### src/rtl/rbu_pkg.sv
package rbu_pkg;

  localparam int OPC_W      = 8;
  localparam int STAT_W     = 5;
  localparam int COND_W     = 4;
  localparam int PTR_W      = 6;
  localparam int PTR_LOW_W  = 3;

  // opcode group prefixes
  localparam logic [4:0] OPC_TRUE_PFX  = 5'b10000;  // 0x80..0x87
  localparam logic [3:0] OPC_FALSE_PFX = 4'b1001;   // 0x90..0x9F
  localparam logic [7:0] OPC_PTR       = 8'h8F;

  localparam logic [PTR_W-1:0] PTR_LOW_MASK = PTR_W'((1 << PTR_LOW_W) - 1);

  typedef enum logic [1:0] {
    BK_NONE  = 2'd0,
    BK_TRUE  = 2'd1,
    BK_FALSE = 2'd2,
    BK_PTR   = 2'd3
  } br_kind_e;

endpackage

### src/rtl/rbu_decode.sv
module rbu_decode
  import rbu_pkg::*;
(
  input  logic [OPC_W-1:0]  opcode,
  output br_kind_e          kind,
  output logic [COND_W-1:0] mask
);

  always_comb begin
    kind = BK_NONE;
    mask = '0;
    if (opcode[7:3] == OPC_TRUE_PFX) begin
      kind = BK_TRUE;
      mask = {1'b0, opcode[2:0]};
    end else if (opcode[7:4] == OPC_FALSE_PFX) begin
      kind = BK_FALSE;
      mask = opcode[3:0];
    end else if (opcode == OPC_PTR) begin
      kind = BK_PTR;
    end
  end

endmodule

### src/rtl/rbu_cond.sv
module rbu_cond
  import rbu_pkg::*;
(
  input  br_kind_e          kind,
  input  logic [COND_W-1:0] mask,
  input  logic [STAT_W-1:0] status,
  input  logic [PTR_W-1:0]  isp,
  output logic              taken
);

  logic [STAT_W-1:0] mask_w;
  logic [STAT_W-1:0] sel;
  logic              any_sel;
  logic              low_all_ones;

  // the interrupt-control bit never enters the mask
  assign mask_w = STAT_W'(mask);

  for (genvar i = 0; i < STAT_W; i++) begin : g_sel
    assign sel[i] = status[i] & mask_w[i];
  end

  assign any_sel      = |sel;
  assign low_all_ones = &(isp | ~PTR_LOW_MASK);

  always_comb begin
    unique case (kind)
      BK_TRUE:  taken = any_sel;
      BK_FALSE: taken = ~any_sel;
      BK_PTR:   taken = ~low_all_ones;
      default:  taken = 1'b0;
    endcase
  end

endmodule

### src/rtl/rbu_target.sv
module rbu_target #(
  parameter int PC_W      = 16,
  parameter int DISP_W    = 8,
  parameter int CYC_W     = 4,
  parameter int CYC_TAKEN = 5,
  parameter int CYC_SKIP  = 3
) (
  input  logic [PC_W-1:0]   pc,
  input  logic [DISP_W-1:0] disp,
  input  logic              hit,
  input  logic              taken,
  output logic [PC_W-1:0]   next_pc,
  output logic [CYC_W-1:0]  cycles
);

  localparam int EXT_W = PC_W - DISP_W;

  logic [PC_W-1:0] disp_ext;
  logic [PC_W-1:0] pc_jump;
  logic [PC_W-1:0] pc_skip;

  assign disp_ext = {{EXT_W{disp[DISP_W-1]}}, disp};
  assign pc_jump  = pc + disp_ext;
  assign pc_skip  = pc + PC_W'(1);

  always_comb begin
    if (!hit) begin
      next_pc = pc;
      cycles  = '0;
    end else if (taken) begin
      next_pc = pc_jump;
      cycles  = CYC_W'(CYC_TAKEN);
    end else begin
      next_pc = pc_skip;
      cycles  = CYC_W'(CYC_SKIP);
    end
  end

endmodule

### src/rtl/rel_branch_unit.sv
module rel_branch_unit
  import rbu_pkg::*;
#(
  parameter int PC_W      = 16,
  parameter int DISP_W    = 8,
  parameter int CYC_W     = 4,
  parameter int CYC_TAKEN = 5,
  parameter int CYC_SKIP  = 3
) (
  input  logic              clk,
  input  logic              rst_n,
  input  logic              req_valid,
  input  logic [OPC_W-1:0]  req_opcode,
  input  logic [STAT_W-1:0] req_status,
  input  logic [PTR_W-1:0]  req_isp,
  input  logic [DISP_W-1:0] req_disp,
  input  logic [PC_W-1:0]   req_pc,
  output logic              res_valid,
  output logic              res_hit,
  output logic              res_taken,
  output logic [PC_W-1:0]   res_pc,
  output logic [CYC_W-1:0]  res_cycles
);

  // reset: asserted asynchronously, released through two flops
  logic [1:0] rst_sync_q;
  logic       core_rst_n;

  always_ff @(posedge clk or negedge rst_n) begin
    if (!rst_n) rst_sync_q <= 2'b00;
    else        rst_sync_q <= {rst_sync_q[0], 1'b1};
  end
  assign core_rst_n = rst_sync_q[1];

  br_kind_e          kind;
  logic [COND_W-1:0] mask;
  logic              cond_taken;
  logic              cur_hit;
  logic [PC_W-1:0]   cur_pc;
  logic [CYC_W-1:0]  cur_cycles;

  rbu_decode u_decode (
    .opcode (req_opcode),
    .kind   (kind),
    .mask   (mask)
  );

  rbu_cond u_cond (
    .kind   (kind),
    .mask   (mask),
    .status (req_status),
    .isp    (req_isp),
    .taken  (cond_taken)
  );

  assign cur_hit = (kind != BK_NONE);

  rbu_target #(
    .PC_W      (PC_W),
    .DISP_W    (DISP_W),
    .CYC_W     (CYC_W),
    .CYC_TAKEN (CYC_TAKEN),
    .CYC_SKIP  (CYC_SKIP)
  ) u_target (
    .pc      (req_pc),
    .disp    (req_disp),
    .hit     (cur_hit),
    .taken   (cond_taken),
    .next_pc (cur_pc),
    .cycles  (cur_cycles)
  );

  // next state
  logic             valid_d, hit_d, taken_d;
  logic [PC_W-1:0]  pc_d;
  logic [CYC_W-1:0] cyc_d;
  logic             load_en;

  assign load_en = req_valid;

  always_comb begin
    valid_d = req_valid;
    hit_d   = res_hit;
    taken_d = res_taken;
    pc_d    = res_pc;
    cyc_d   = res_cycles;
    if (load_en) begin
      hit_d   = cur_hit;
      taken_d = cond_taken;
      pc_d    = cur_pc;
      cyc_d   = cur_cycles;
    end
  end

  // registers
  always_ff @(posedge clk or negedge core_rst_n) begin
    if (!core_rst_n) begin
      res_valid  <= 1'b0;
      res_hit    <= 1'b0;
      res_taken  <= 1'b0;
      res_pc     <= '0;
      res_cycles <= '0;
    end else begin
      res_valid  <= valid_d;
      res_hit    <= hit_d;
      res_taken  <= taken_d;
      res_pc     <= pc_d;
      res_cycles <= cyc_d;
    end
  end

endmodule

### config.mk
export PLATFORM = sky130hd
export DESIGN_NAME = rel_branch_unit
export DESIGN_NICKNAME = d
export VERILOG_FILES = /design/src/rtl/rbu_pkg.sv /design/src/rtl/rbu_decode.sv /design/src/rtl/rbu_cond.sv /design/src/rtl/rbu_target.sv /design/src/rtl/rel_branch_unit.sv
export SDC_FILE = /design/constraint.sdc
export NUM_CORES = 1
export LEC_CHECK = 0
export ABC_AREA = 1
export BUFFER_PORTS_ARGS = -buffer_cell sky130_fd_sc_hd__buf_2
export CAP_MARGIN = 25
export CORE_ASPECT_RATIO = 1.1
export CORE_MARGIN = 2
export CORE_UTILIZATION = 50
export DETAILED_ROUTE_END_ITERATION = 8
export PLACE_DENSITY = 0.83
export SLEW_MARGIN = 20
export SYNTH_ARGS = -nofsm -noshare
export SYNTH_HDL_FRONTEND = slang
export SYNTH_SLANG_ARGS = --single-unit
export TNS_END_PERCENT = 10
### constraint.sdc
create_clock -name clk -period 0.8 [get_ports clk]
set_input_delay 0.04 -clock clk [delete_from_list [all_inputs] [get_ports clk]]
set_output_delay 0.04 -clock clk [all_outputs]
set_load 0.05 [all_outputs]
# Word level (Yosys, flattened, before mapping)
# Index checks and enable logic that the tools add are counted.
[op_classes]
n_bitwise = 6
add_sub_neg = 2
muxes = 10
n_eq_ne = 6
reduce_logical = 3
[op_table]
columns = ["cell", "n"]
rows = [
  ["$mux W16", 2],
  ["$add A16 B1 Y16 const B", 1],
  ["$add A16 B16 Y16", 1],
  ["$mux W4", 3],
  ["$eq A8 B8 Y1 const B", 1],
  ["$mux W2", 3],
  ["$eq A5 B5 Y1 const B", 1],
  ["$and A1 B1 Y1", 4],
  ["$eq A2 B2 Y1 const B", 2],
  ["$eq A4 B4 Y1 const B", 1],
  ["$reduce_or A4 Y1", 1],
  ["$mux W3", 1],
  ["$pmux W1 S3", 1],
  ["$reduce_and A3 Y1", 1],
  ["$eq A2 B1 Y1 const B", 1],
  ["$not A1 Y1", 2],
  ["$reduce_bool A2 Y1", 1],
]
[totals]
word_cells = 33
out_inout_bits = 23
register_bits = 25

# Logic depth before layout (Yosys ltp)
# Gate-level depths: netlist of the first run.
[logic_depth]
ltp_word = 9
depth_mapped = 21
depth_no_buf = 21

# Modules after synthesis
# A second synthesis of the first run with hierarchy kept.
[unflattened]
cells_unflattened = 377
hier_area_um2 = 2394.8
[modules_own_cells]
columns = ["module", "area_each_um2", "cells_per_inst", "n_inst"]
rows = [
  ["rbu_target", 1278.7, 240, 1],
  ["rel_branch_unit", 925.9, 98, 1],
  ["rbu_decode", 126.4, 24, 1],
  ["rbu_cond", 63.8, 15, 1],
]

# Worst setup path before layout of the first run
# Ideal clock, no wire load.
[synth_timing]
path_kind = "input to register"
startpoint = "input req_opcode[5]"
endpoint = "register res_pc[14]"
n_path_buf = 0
setup_slack_ns = -1.407
required_time_ns = 0.679
arrival_ns = 2.086
stages = 18
path_cell_list = "nor2_2 > nand3_1 > nand2_1 > nand2_1 > nand3_2 > nand2_4 > inv_2 > or2_1 > ha_1 > inv_1 > fa_1 > o21ai_2 > a21boi_2 > nand3b_4 > nand3_2 > nand2_1 > o21bai_1 > nand2_1"
[synth_via]
elab_chain_len = 9
elab_cells_between_ends = 21
cone_classes = "eq/ne (6); mux (8); bitwise (5); reduce/logical (2)"
[synth_rtl]
columns = ["element", "line", "rtl"]
rows = [
  ["from (decl)", "rel_branch_unit.sv:13", "input logic [OPC_W-1:0] req_opcode,"],
  ["$eq A4 B4 Y1", "rbu_decode.sv:15", "end else if (opcode[7:4] == OPC_FALSE_PFX) begin"],
  ["$mux W4", "rbu_decode.sv:15", ""],
  ["$mux W4", "rbu_decode.sv:12", "if (opcode[7:3] == OPC_TRUE_PFX) begin"],
  ["$and A1 B1 Y1", "rbu_cond.sv:20", "assign sel[i] = status[i] & mask_w[i];"],
  ["$reduce_or A4 Y1", "rbu_cond.sv:23", "assign any_sel = |sel;"],
  ["$not A1 Y1", "rbu_cond.sv:29", "BK_FALSE: taken = ~any_sel;"],
  ["$pmux W1 S3", "rbu_cond.sv:27", "unique case (kind)"],
  ["$mux W16", "rbu_target.sv:30", "end else if (taken) begin"],
  ["$mux W16 (*)", "rbu_target.sv:27", "if (!hit) begin"],
  ["to (signal assigned)", "rel_branch_unit.sv:107", "res_pc <= pc_d;"],
  ["to (decl)", "rel_branch_unit.sv:21", "output logic [PC_W-1:0] res_pc,"],
]
# Mark *: on every way between the ends. The rest lies on a longest branch, timed or not.
# A chain may end at the register's enable or synchronous reset.

# Final worst setup path of the first run
[layout_timing]
startpoint = "input req_opcode[6]"
endpoint = "register res_pc[15]"
# The elaborated chain is that of the path after synthesis.

==> results of run 1 <==
layout make-up:
cell class,count,area share
Clock buffer,3,0.01252
Clock inverter,1,0.001517
Inverter,36,0.04894
Multi-Input combinational cell,223,0.4632
Sequential cell,23,0.1745
Tap cell,52,0.01973
Timing Repair Buffer,115,0.2796
power by group:
part           total (mW)  switching [mW]  internal, mW
combinational        1.83            1.05         0.773
sequential           1.35          0.0796          1.27
clock               0.796           0.446         0.350
total                3.97            1.58          2.39
final timing paths:
check / to / slack (ns)
max: res_pc[15] / -1.33
min reg2reg: res_pc[11] / 0.19
max in group asynchronous: res_pc[5] / 0.45
min: res_pc[4] / 0.02
max reg2reg: res_pc[8] / 0.07
min in group asynchronous: rst_sync_q[1] / 0.10
sequential cells by signal, summed over array words and instances, names as in the netlist:
register    flops
res_cycles      3
res_pc         16
rst_sync_q      2
res_valid       1
res_taken       1
per-stage QoR:
step	cells	power [mW]	cell area (µm²)	utilization
floorplan	289	2.246	2046	-
global placement	439	2.759	2734	0.6950
detailed placement	439	2.782	2734	0.6950
CTS	446	3.845	3172	0.8063
global route	453	4.142	3298	0.8384
finish	453	3.971	3298	0.8384
layer usage:
| metal | share of wire | GRT usage |
|---|---|---|
| met5 | 0 | 0 |
| met4 | 0.044 | 0.1111 |
| met3 | 0.061 | 0.03498 |
| met2 | 0.52 | 0.5602 |
| met1 | 0.37 | 0.3391 |
worst max-delay path, delay by kind of cell:
kind | cells | cell delay [ns]
adder cells (fa/ha/maj) | 1 | 0.31
buffers and inverters | 4 | 0.38
AND/OR/NAND/NOR | 16 | 1.53
logic make-up after synthesis:
| kind of cell | count (synthesis) |
|---|---|
| buffers and inverters | 43 |
| XOR/XNOR | 7 |
| adder cells (fa/ha/maj) | 16 |
| AND/OR/NAND/NOR | 148 |
| flip-flops | 23 |
| other | 2 |
| AO/OA/AOI/OAI | 50 |
cells in the mapped netlist (2+ instances only):
| cell type | instances | area (µm²) |
|---|---|---|
| nand2_2 | 3 | 18.77 |
| dfrtp_1 | 23 | 575.6 |
| a21oi_1 | 21 | 105.1 |
| o211ai_1 | 3 | 22.52 |
| o221ai_1 | 2 | 17.52 |
| nand2_1 | 87 | 326.6 |
| clkbuf_1 | 3 | 11.26 |
| inv_2 | 4 | 15.01 |
| nand3_2 | 2 | 20.02 |
| a31oi_1 | 2 | 12.51 |
| nor2_2 | 2 | 12.51 |
| o21ai_0 | 8 | 40.04 |
| xor2_1 | 5 | 43.79 |
| ha_1 | 15 | 187.7 |
| or2_1 | 2 | 12.51 |
| o21bai_1 | 3 | 22.52 |
| xnor2_1 | 2 | 17.52 |
| o21ai_1 | 4 | 20.02 |
| nand3_1 | 18 | 90.09 |
| conb_1 | 2 | 7.510 |
| nand4_1 | 4 | 25.02 |
| inv_1 | 30 | 112.6 |
| nor2_1 | 25 | 93.84 |
| buf_4 | 3 | 22.52 |
repair_timing:
item,4_1_cts,5_1_grt
setup endpoints to repair,42,42
setup buffers,2,7
hold endpoints to repair,2,0
pin swaps,21,10
resized for setup,94,21
hold buffers,1,0
==> results summary, run 1 <==
The final hold violation count is 0. The DRC violation total after the first TritonRoute iteration came out at approximately 180. The sequential area share after synthesis is 0.2852. The vertical extent of the die is between 70 and 80 µm. The synthesized net count came out at around 350.

The clock period minus worst slack is between 2 and 2.5 ns. Before antenna repair, the detailed router went through 8 iterations. The per-instance average area after synthesis is between 6 and 7 µm². The clock slew at the register clock pins of the worst setup and hold paths came out at about 0.10 ns. The mapped netlist covers 0.002018 mm². The register cell area after layout came out at between 500 and 600 µm².

The total of endpoints with negative setup slack in the final report came out at 42. In this run the tool buffered the top-level ports with between 60 and 70 buffer cells. The clock reaches the later pin of the worst-skew pair after between 0.2 and 0.3 ns.

The startpoint identified for the worst hold timing path is req_pc[4]. The endpoint required time on the critical path is slightly below 1 ns. The cell that appears most often on the critical path is nand2_2. The most frequent standard cell in the layout excluding fill and tap cells is nand2_1. The top cell types in the final layout, fill and taps aside, are 76 x nand2_1, 48 x buf_4, 36 x buf_2. The final sum of negative setup slack came out at -20.86 ns. Summing over every cut layer, the via total after detailed routing is 2500.

VDD sags by at most ~0.00081 V. Among all flip-flop cells after synthesis, the most frequent one is dfrtp_1. In this run the number of H-tree levels came out at 1. In the final layout, the share of cells above drive strength 1 is 0.4613.

The clock sink count came out at 23. The number of antenna cells inserted is 0. The number of clock buffers inserted by TritonCTS came out at 3. The adder and majority cell fraction of the synthesized area is 0.1029.

After detailed routing, the average wire length per cell comes to between 15 and 20 µm. The fill cell total of the finished layout came out at between 200 and 250. The floorplan step defined a core boundary enclosing 0.003934 mm². Of the total synthesized cell area, the portion taken by XOR and XNOR cells is 0.03038. The final reports fail on negative setup slack. The total number of placement rows is 24. The arrival time of data at the critical path endpoint is about 2.3 ns. At the end of routability-driven placement, the weighted congestion stood at 0.9159. In the global route stage, overall resource usage came out at 0.2968. The global route total overflow is 0.

The worst hold path passes through 3 cells. The number of enable-type register cells in the synthesized netlist is 0. The share of the clock period used by the worst path came out at 2.659.

The async set-or-reset flop fraction in the synthesized netlist is 1.000. The worst setup path is launched from an input port. Hold timing on the final database bottoms out at a slack of about 0.021 ns. The flip-flop and latch count after synthesis is 23. CTS placed an instance of clkbuf_8 at the clock tree root. After synthesis, the netlist uses 40 different library cells.

The number of vias per cell is 5.519. The final number of max-transition violations is 0. The post-synthesis compound-gate area fraction came out at 0.1482. The peak fanout along the critical path came out at 8. In this run the worst hold path is classified as in -> reg. The initial antenna violation count is 0. Among all stages on the critical path, the largest delay is contributed by ha_4. The number of buffers on the longest clock path is 2. The clock tree skew after final layout is approximately 0.013 ns. Tracing the worst setup path back leads to its startpoint at req_opcode[6]. For this configuration, the core starts out at a cell density of 0.5130. STA classifies the critical path endpoint as a flip-flop. The post-detailed-routing wire length came out at ~7000 µm. The tool flagged a number of max-cap violations equal to 0. The post-synthesis simple-gate area fraction came out at 0.3335. The number of global-route vias before repair was between 2000 and 2500. The post-detailed-route DRC marker count came out at 0.

Yosys printed 0 warnings. The overall die area came out at between 0.004 and 0.005 mm². The post-placement setup slack is -1.607 ns. 69 I/O pins were placed.

The critical path in this run is classified as in -> reg. The number of cells traversed by the worst register-to-register path is 2. In this run the power density over the cells is roughly 1200 mW/mm².

TritonCTS built the clock tree. The worst-case setup margin in the final layout is -1.327 ns. The count of antenna-violating nets left after detailed routing is 0. The multiplexer share of the synthesized area came out at 0. The flow ran to the end, but the final reports show violations. Entering global routing, the biggest net connects 22 pins. For this design the static power due to leakage is around 1.7 nW.

The area occupied by multi-input gates came out at roughly 0.0015 mm². The first-pass GRT wire length came out at ~11000 µm. In the final design database the tool counted between 400 and 500 nets. The post-synthesis cell count is between 200 and 300.

The die extent in x is between 60 and 70 µm. The source of the worst register-to-register timing path is res_pc[8]. The maximum clock rate came out at roughly 470 MHz. By area, the combinational part of the netlist is dominated by simple AND/OR/NAND/NOR gates.

Setup repair after global routing could not meet its margin everywhere. The critical path goes through buf_8 > nor2_4 > nand3_2 > nand2_2 > nand2_2 > nand3_2 > nand2_4 > buf_4 > nand2_2 > inv_8 > ha_4 > nand2_2 > nor2_4 > and3_1 > nand2_1 > nand2_2 > inv_1 > nand3_1 > nand3_1 > nand3_1 > nand2_1. The synthesis-to-finish area growth came out at 63.42%.

The post-DP HPWL is ~4300 µm. The stage delay of the slowest cell on the critical path came out at between 0.3 and 0.4 ns.
(Power assumes the default switching activity.)
==> run 2, diff against run 1 <==
==> constraint.sdc (replaced) <==
create_clock -name clk -period 2.5 [get_ports clk]
set_input_delay 0.125 -clock clk [delete_from_list [all_inputs] [get_ports clk]]
set_output_delay 0.125 -clock clk [all_outputs]
set_load 0.1 [all_outputs]
==> run 2 against run 1 <==
Effect of this change:
- the flow now finishes without violations
- routed wire length decreased by 30%
- sequential share of layout area increased by 4.8 points
- global-route usage decreased by 9.0 points
- combinational power decreased by 70%
- total power decreased by 70%
- setup slack improved by 1.5 ns
- via count decreased by 15%
- highest routed layer unchanged
==> results summary, run 2 (synthesized netlist as in run 1, its figures left out) <==
The level count of the clock H-tree is 1 (unchanged). The number of maximum-capacitance violations came out at 0 (unchanged). The routability-driven placement congestion ratio was 0.9235 (was 0.9159). The synthesis-to-finish area growth came out at 28.46% (was 63.42%).

The number of global-route vias before repair came out at 1843 (was 2421). The share of the clock period used by the worst path came out at 0.9239. The number of clock buffers inserted by TritonCTS is 3 (unchanged). Setup repair after global routing missed its margin: yes (unchanged). The final sum of negative setup slack was 0 ns (was -20.86 ns). The number of buffers on the longest clock path is 2 (unchanged). The internal cell power is 0.6555 mW (was 2.391 mW). The standby leakage power came out at 1.443 nW (was 1.726 nW). The endpoint required time on the critical path is 2.65 ns (was 0.97 ns). The overall die area was 0.004561 mm² (unchanged).

The routing usage on met3 came out at 0.01908 (was 0.03498). The worst voltage drop across the vdd grid was 0.0002661 V (was 0.0008144 V). The clock slew at the register clock pins of the worst setup and hold paths came out at 0.08 ns (was 0.10 ns). The combinational cell fraction of total power came out at 0.456 (was 0.460). The number of cells traversed by the worst register-to-register path was 2 (unchanged). The count of antenna-violating nets left after detailed routing is 0 (unchanged). Largest registers ranked by flip-flop count: res_pc: 16 flops, res_cycles: 3 flops, rst_sync_q: 2 flops (unchanged). The clock tree skew after final layout came out at 0.002777 ns (was 0.01260 ns). The number of top-level pins came out at 69 (unchanged). The fill cell total of the finished layout is 368 (was 225). The first-pass GRT wire length is 7748 µm (was 10790 µm).

The global routing's busiest layer is met2 (unchanged). The maximum clock rate is between 400 and 500 MHz. The endpoint of the lowest-slack register-to-register path is res_pc[9] (was res_pc[8]).

The post-DP HPWL came out at 3735 µm (was 4289 µm). The end-of-flow core utilization is 0.6590 (was 0.8384). Top library cells by usage in the layout, fill and taps aside: 87 x nand2_1, 63 x buf_2, 29 x inv_1 (was 76 x nand2_1, 48 x buf_4, 36 x buf_2).

The total track usage came out at 0.2067 (was 0.2968). The wire length per cell after detailed routing came out at 11.88 µm (was 15.48 µm). The arrival time of data at the critical path endpoint came out at 2.46 ns (was 2.29 ns). The area of the core is 0.003934 mm² (unchanged). The instance count after placement with tap cells included came out at 406 (was 439). The register-to-register setup slack came out at 1.85 ns (was 0.07 ns).

The flip-flop count of the largest register after layout came out at 16 (unchanged). The global route total overflow is 0 (unchanged). The final hold violation count was 0 (unchanged). The global routing usage on met1 is 0.2735 (was 0.3391). The final number of max-transition violations was 0 (unchanged). The number of port buffers is 63 (unchanged). The post-detailed-route DRC marker count is 0 (unchanged). The pin count of the biggest net entering global routing was 27 (was 22). The top register by number of flip-flops is res_pc (unchanged). The headroom to the max-slew limit came out at 0.6160.

The clock network fraction of total power came out at 0.193 (was 0.200). The capturing element type of the critical path is a flip-flop (unchanged). The vertical extent of the die is 70.64 µm (unchanged).

The total power divided by cell area is 465.4 mW/mm² (was 1204 mW/mm²). The critical setup path kind is in -> reg (unchanged). Run status: completed (was finished with violations). The fraction of layout cells with a size suffix above 1 came out at 0.2920 (was 0.4613). The sequential share of power is 0.351 (was 0.339).

For the pin with the worst max-slew slack, the measured transition is between 0.5 and 0.6 ns. The source of the worst register-to-register timing path is res_pc[9] (was res_pc[8]). The startpoint class of the critical path was an input port (unchanged). The number of antenna cells inserted is 0 (unchanged). The DRC violation total after the first TritonRoute iteration is 68 (was 183). The most frequent standard cell in the layout excluding fill and tap cells was nand2_1 (unchanged). The initial antenna violation count is 0 (unchanged). The peak fanout along the critical path is 5 (was 8). The post-detailed-routing wire length is 4932 µm (was 7011 µm).

The initial core utilization is 0.5130 (unchanged). The post-route total power came out at 1.207 mW (was 3.971 mW). The die extent in x is 64.58 µm (unchanged). The clock period minus worst slack is roughly 2.3 ns. The clock sink count came out at 23 (unchanged). The TritonCTS clock tree is done (unchanged). The switching share of power was 0.4567 (was 0.3978). The count of non-filler cells in the finished layout came out at 415 (was 453). The reported net switching power is 0.5510 mW (was 1.580 mW). The total of endpoints with negative setup slack in the final report is 0 (was 42).

The total number of placement rows came out at 24 (unchanged). The clock latency of the later-clocked register in the worst-skew pair came to 0.26 ns (was 0.28 ns). The number of vias per cell came out at 5.125 (was 5.519). The cell at the root of the clock tree was clkbuf_8 (unchanged). The launching instance or port of the critical path is req_opcode[5] (was req_opcode[6]). The via count of the routed design came out at 2127 (was 2500). The critical path endpoint is res_pc[15] (unchanged).

The met2 track demand over resource came out at 0.3692 (was 0.5602). The worst hold-check path type is in -> reg (unchanged). The total number of nets in the final design came to 426 (was 464). The number of detailed-routing iterations run before antenna repair came out at 4 (was 8).
==> run 2: cell types whose count changed in the layout (fill, tap and decap cells not counted), sizes merged <==
| cell | before | now |
|---|---|---|
| clkinv | 2 | 1 |
| clkbuf | 3 | 4 |
| inv | 34 | 33 |
| buf | 114 | 76 |
| clkinvlp | 0 | 1 |
==> run 2: metal layers <==
metal  wire (µm)  vias up
li1            -     1092
met1        2083      969
met2        2581       58
met3         199        8
met4          67        0
met5           0        -
==> run 2: cell type report <==
cell class	instances	area [µm²]	area share
clock buffers	4	45.04	0.01737
inverters	36	152.6	0.05888
flip-flops and latches	23	575.6	0.2220
well taps	52	65.06	0.02510
multi-input cells	223	1299	0.5010
repair buffers	77	455.4	0.1757
==> run 2: what timing repair did <==
item | in CTS | in global routing
setup buffers | 0 | 3
hold buffers | 1 | 0
setup endpoints to repair | 0 | 5
endpoints found under the hold margin | 2 | 0
resized for setup | 0 | 9
==> run 2: how the worst min path moves through the flow <==
stage	start	endpoint	slack [ns]	depth (start not counted)
finish	req_pc[2]	res_pc[2]	0.12	3
floorplan	rst_n	rst_sync_q[0]	-0.17	0
CTS	req_pc[2]	res_pc[2]	0.12	3
global route	req_pc[3]	res_pc[3]	0.13	3
detailed placement	rst_n	rst_sync_q[1]	-0.09	1
global placement	rst_n	rst_sync_q[1]	-0.09	1
==> run 2: power by group through the flow <==
stage / Clock, mW / Sequential [mW] / Combinational [mW]
after floorplan: 0 / 0.672 / 0.173
after global placement: 0 / 0.435 / 0.519
after detailed placement: 0 / 0.436 / 0.527
after CTS: 0.240 / 0.429 / 0.529
after global routing: 0.259 / 0.428 / 0.586
final: 0.233 / 0.424 / 0.550
==> run 2: metrics by stage <==
stage | worst slack (ns) | hold slack [ns] | cell area (µm²)
floorplan | 0.2078 | -0.1706 | 2018
global placement | 0.02492 | -0.09018 | 2421
detailed placement | -0.08961 | -0.08765 | 2421
CTS | 0.1859 | 0.1178 | 2476
global route | -0.02423 | 0.1328 | 2592
finish | 0.1903 | 0.1182 | 2592
==> run 2: critical path, stage by stage <==
cell and delay (ns):
buf_2 0.11, nor2_2 0.13, nand3_1 0.12, nand2_1 0.11
nand2_1 0.07, nand3_2 0.09, nand2_4 0.07, nand2_2 0.11
clkinvlp_4 0.14, buf_12 0.15, ha_2 0.37, nand2_1 0.07
nor2_1 0.12, and3_1 0.16, nand2_1 0.05, nand2_1 0.11
inv_1 0.07, nand3_1 0.06, nand3_1 0.08, nand3_1 0.09
nand2_1 0.05
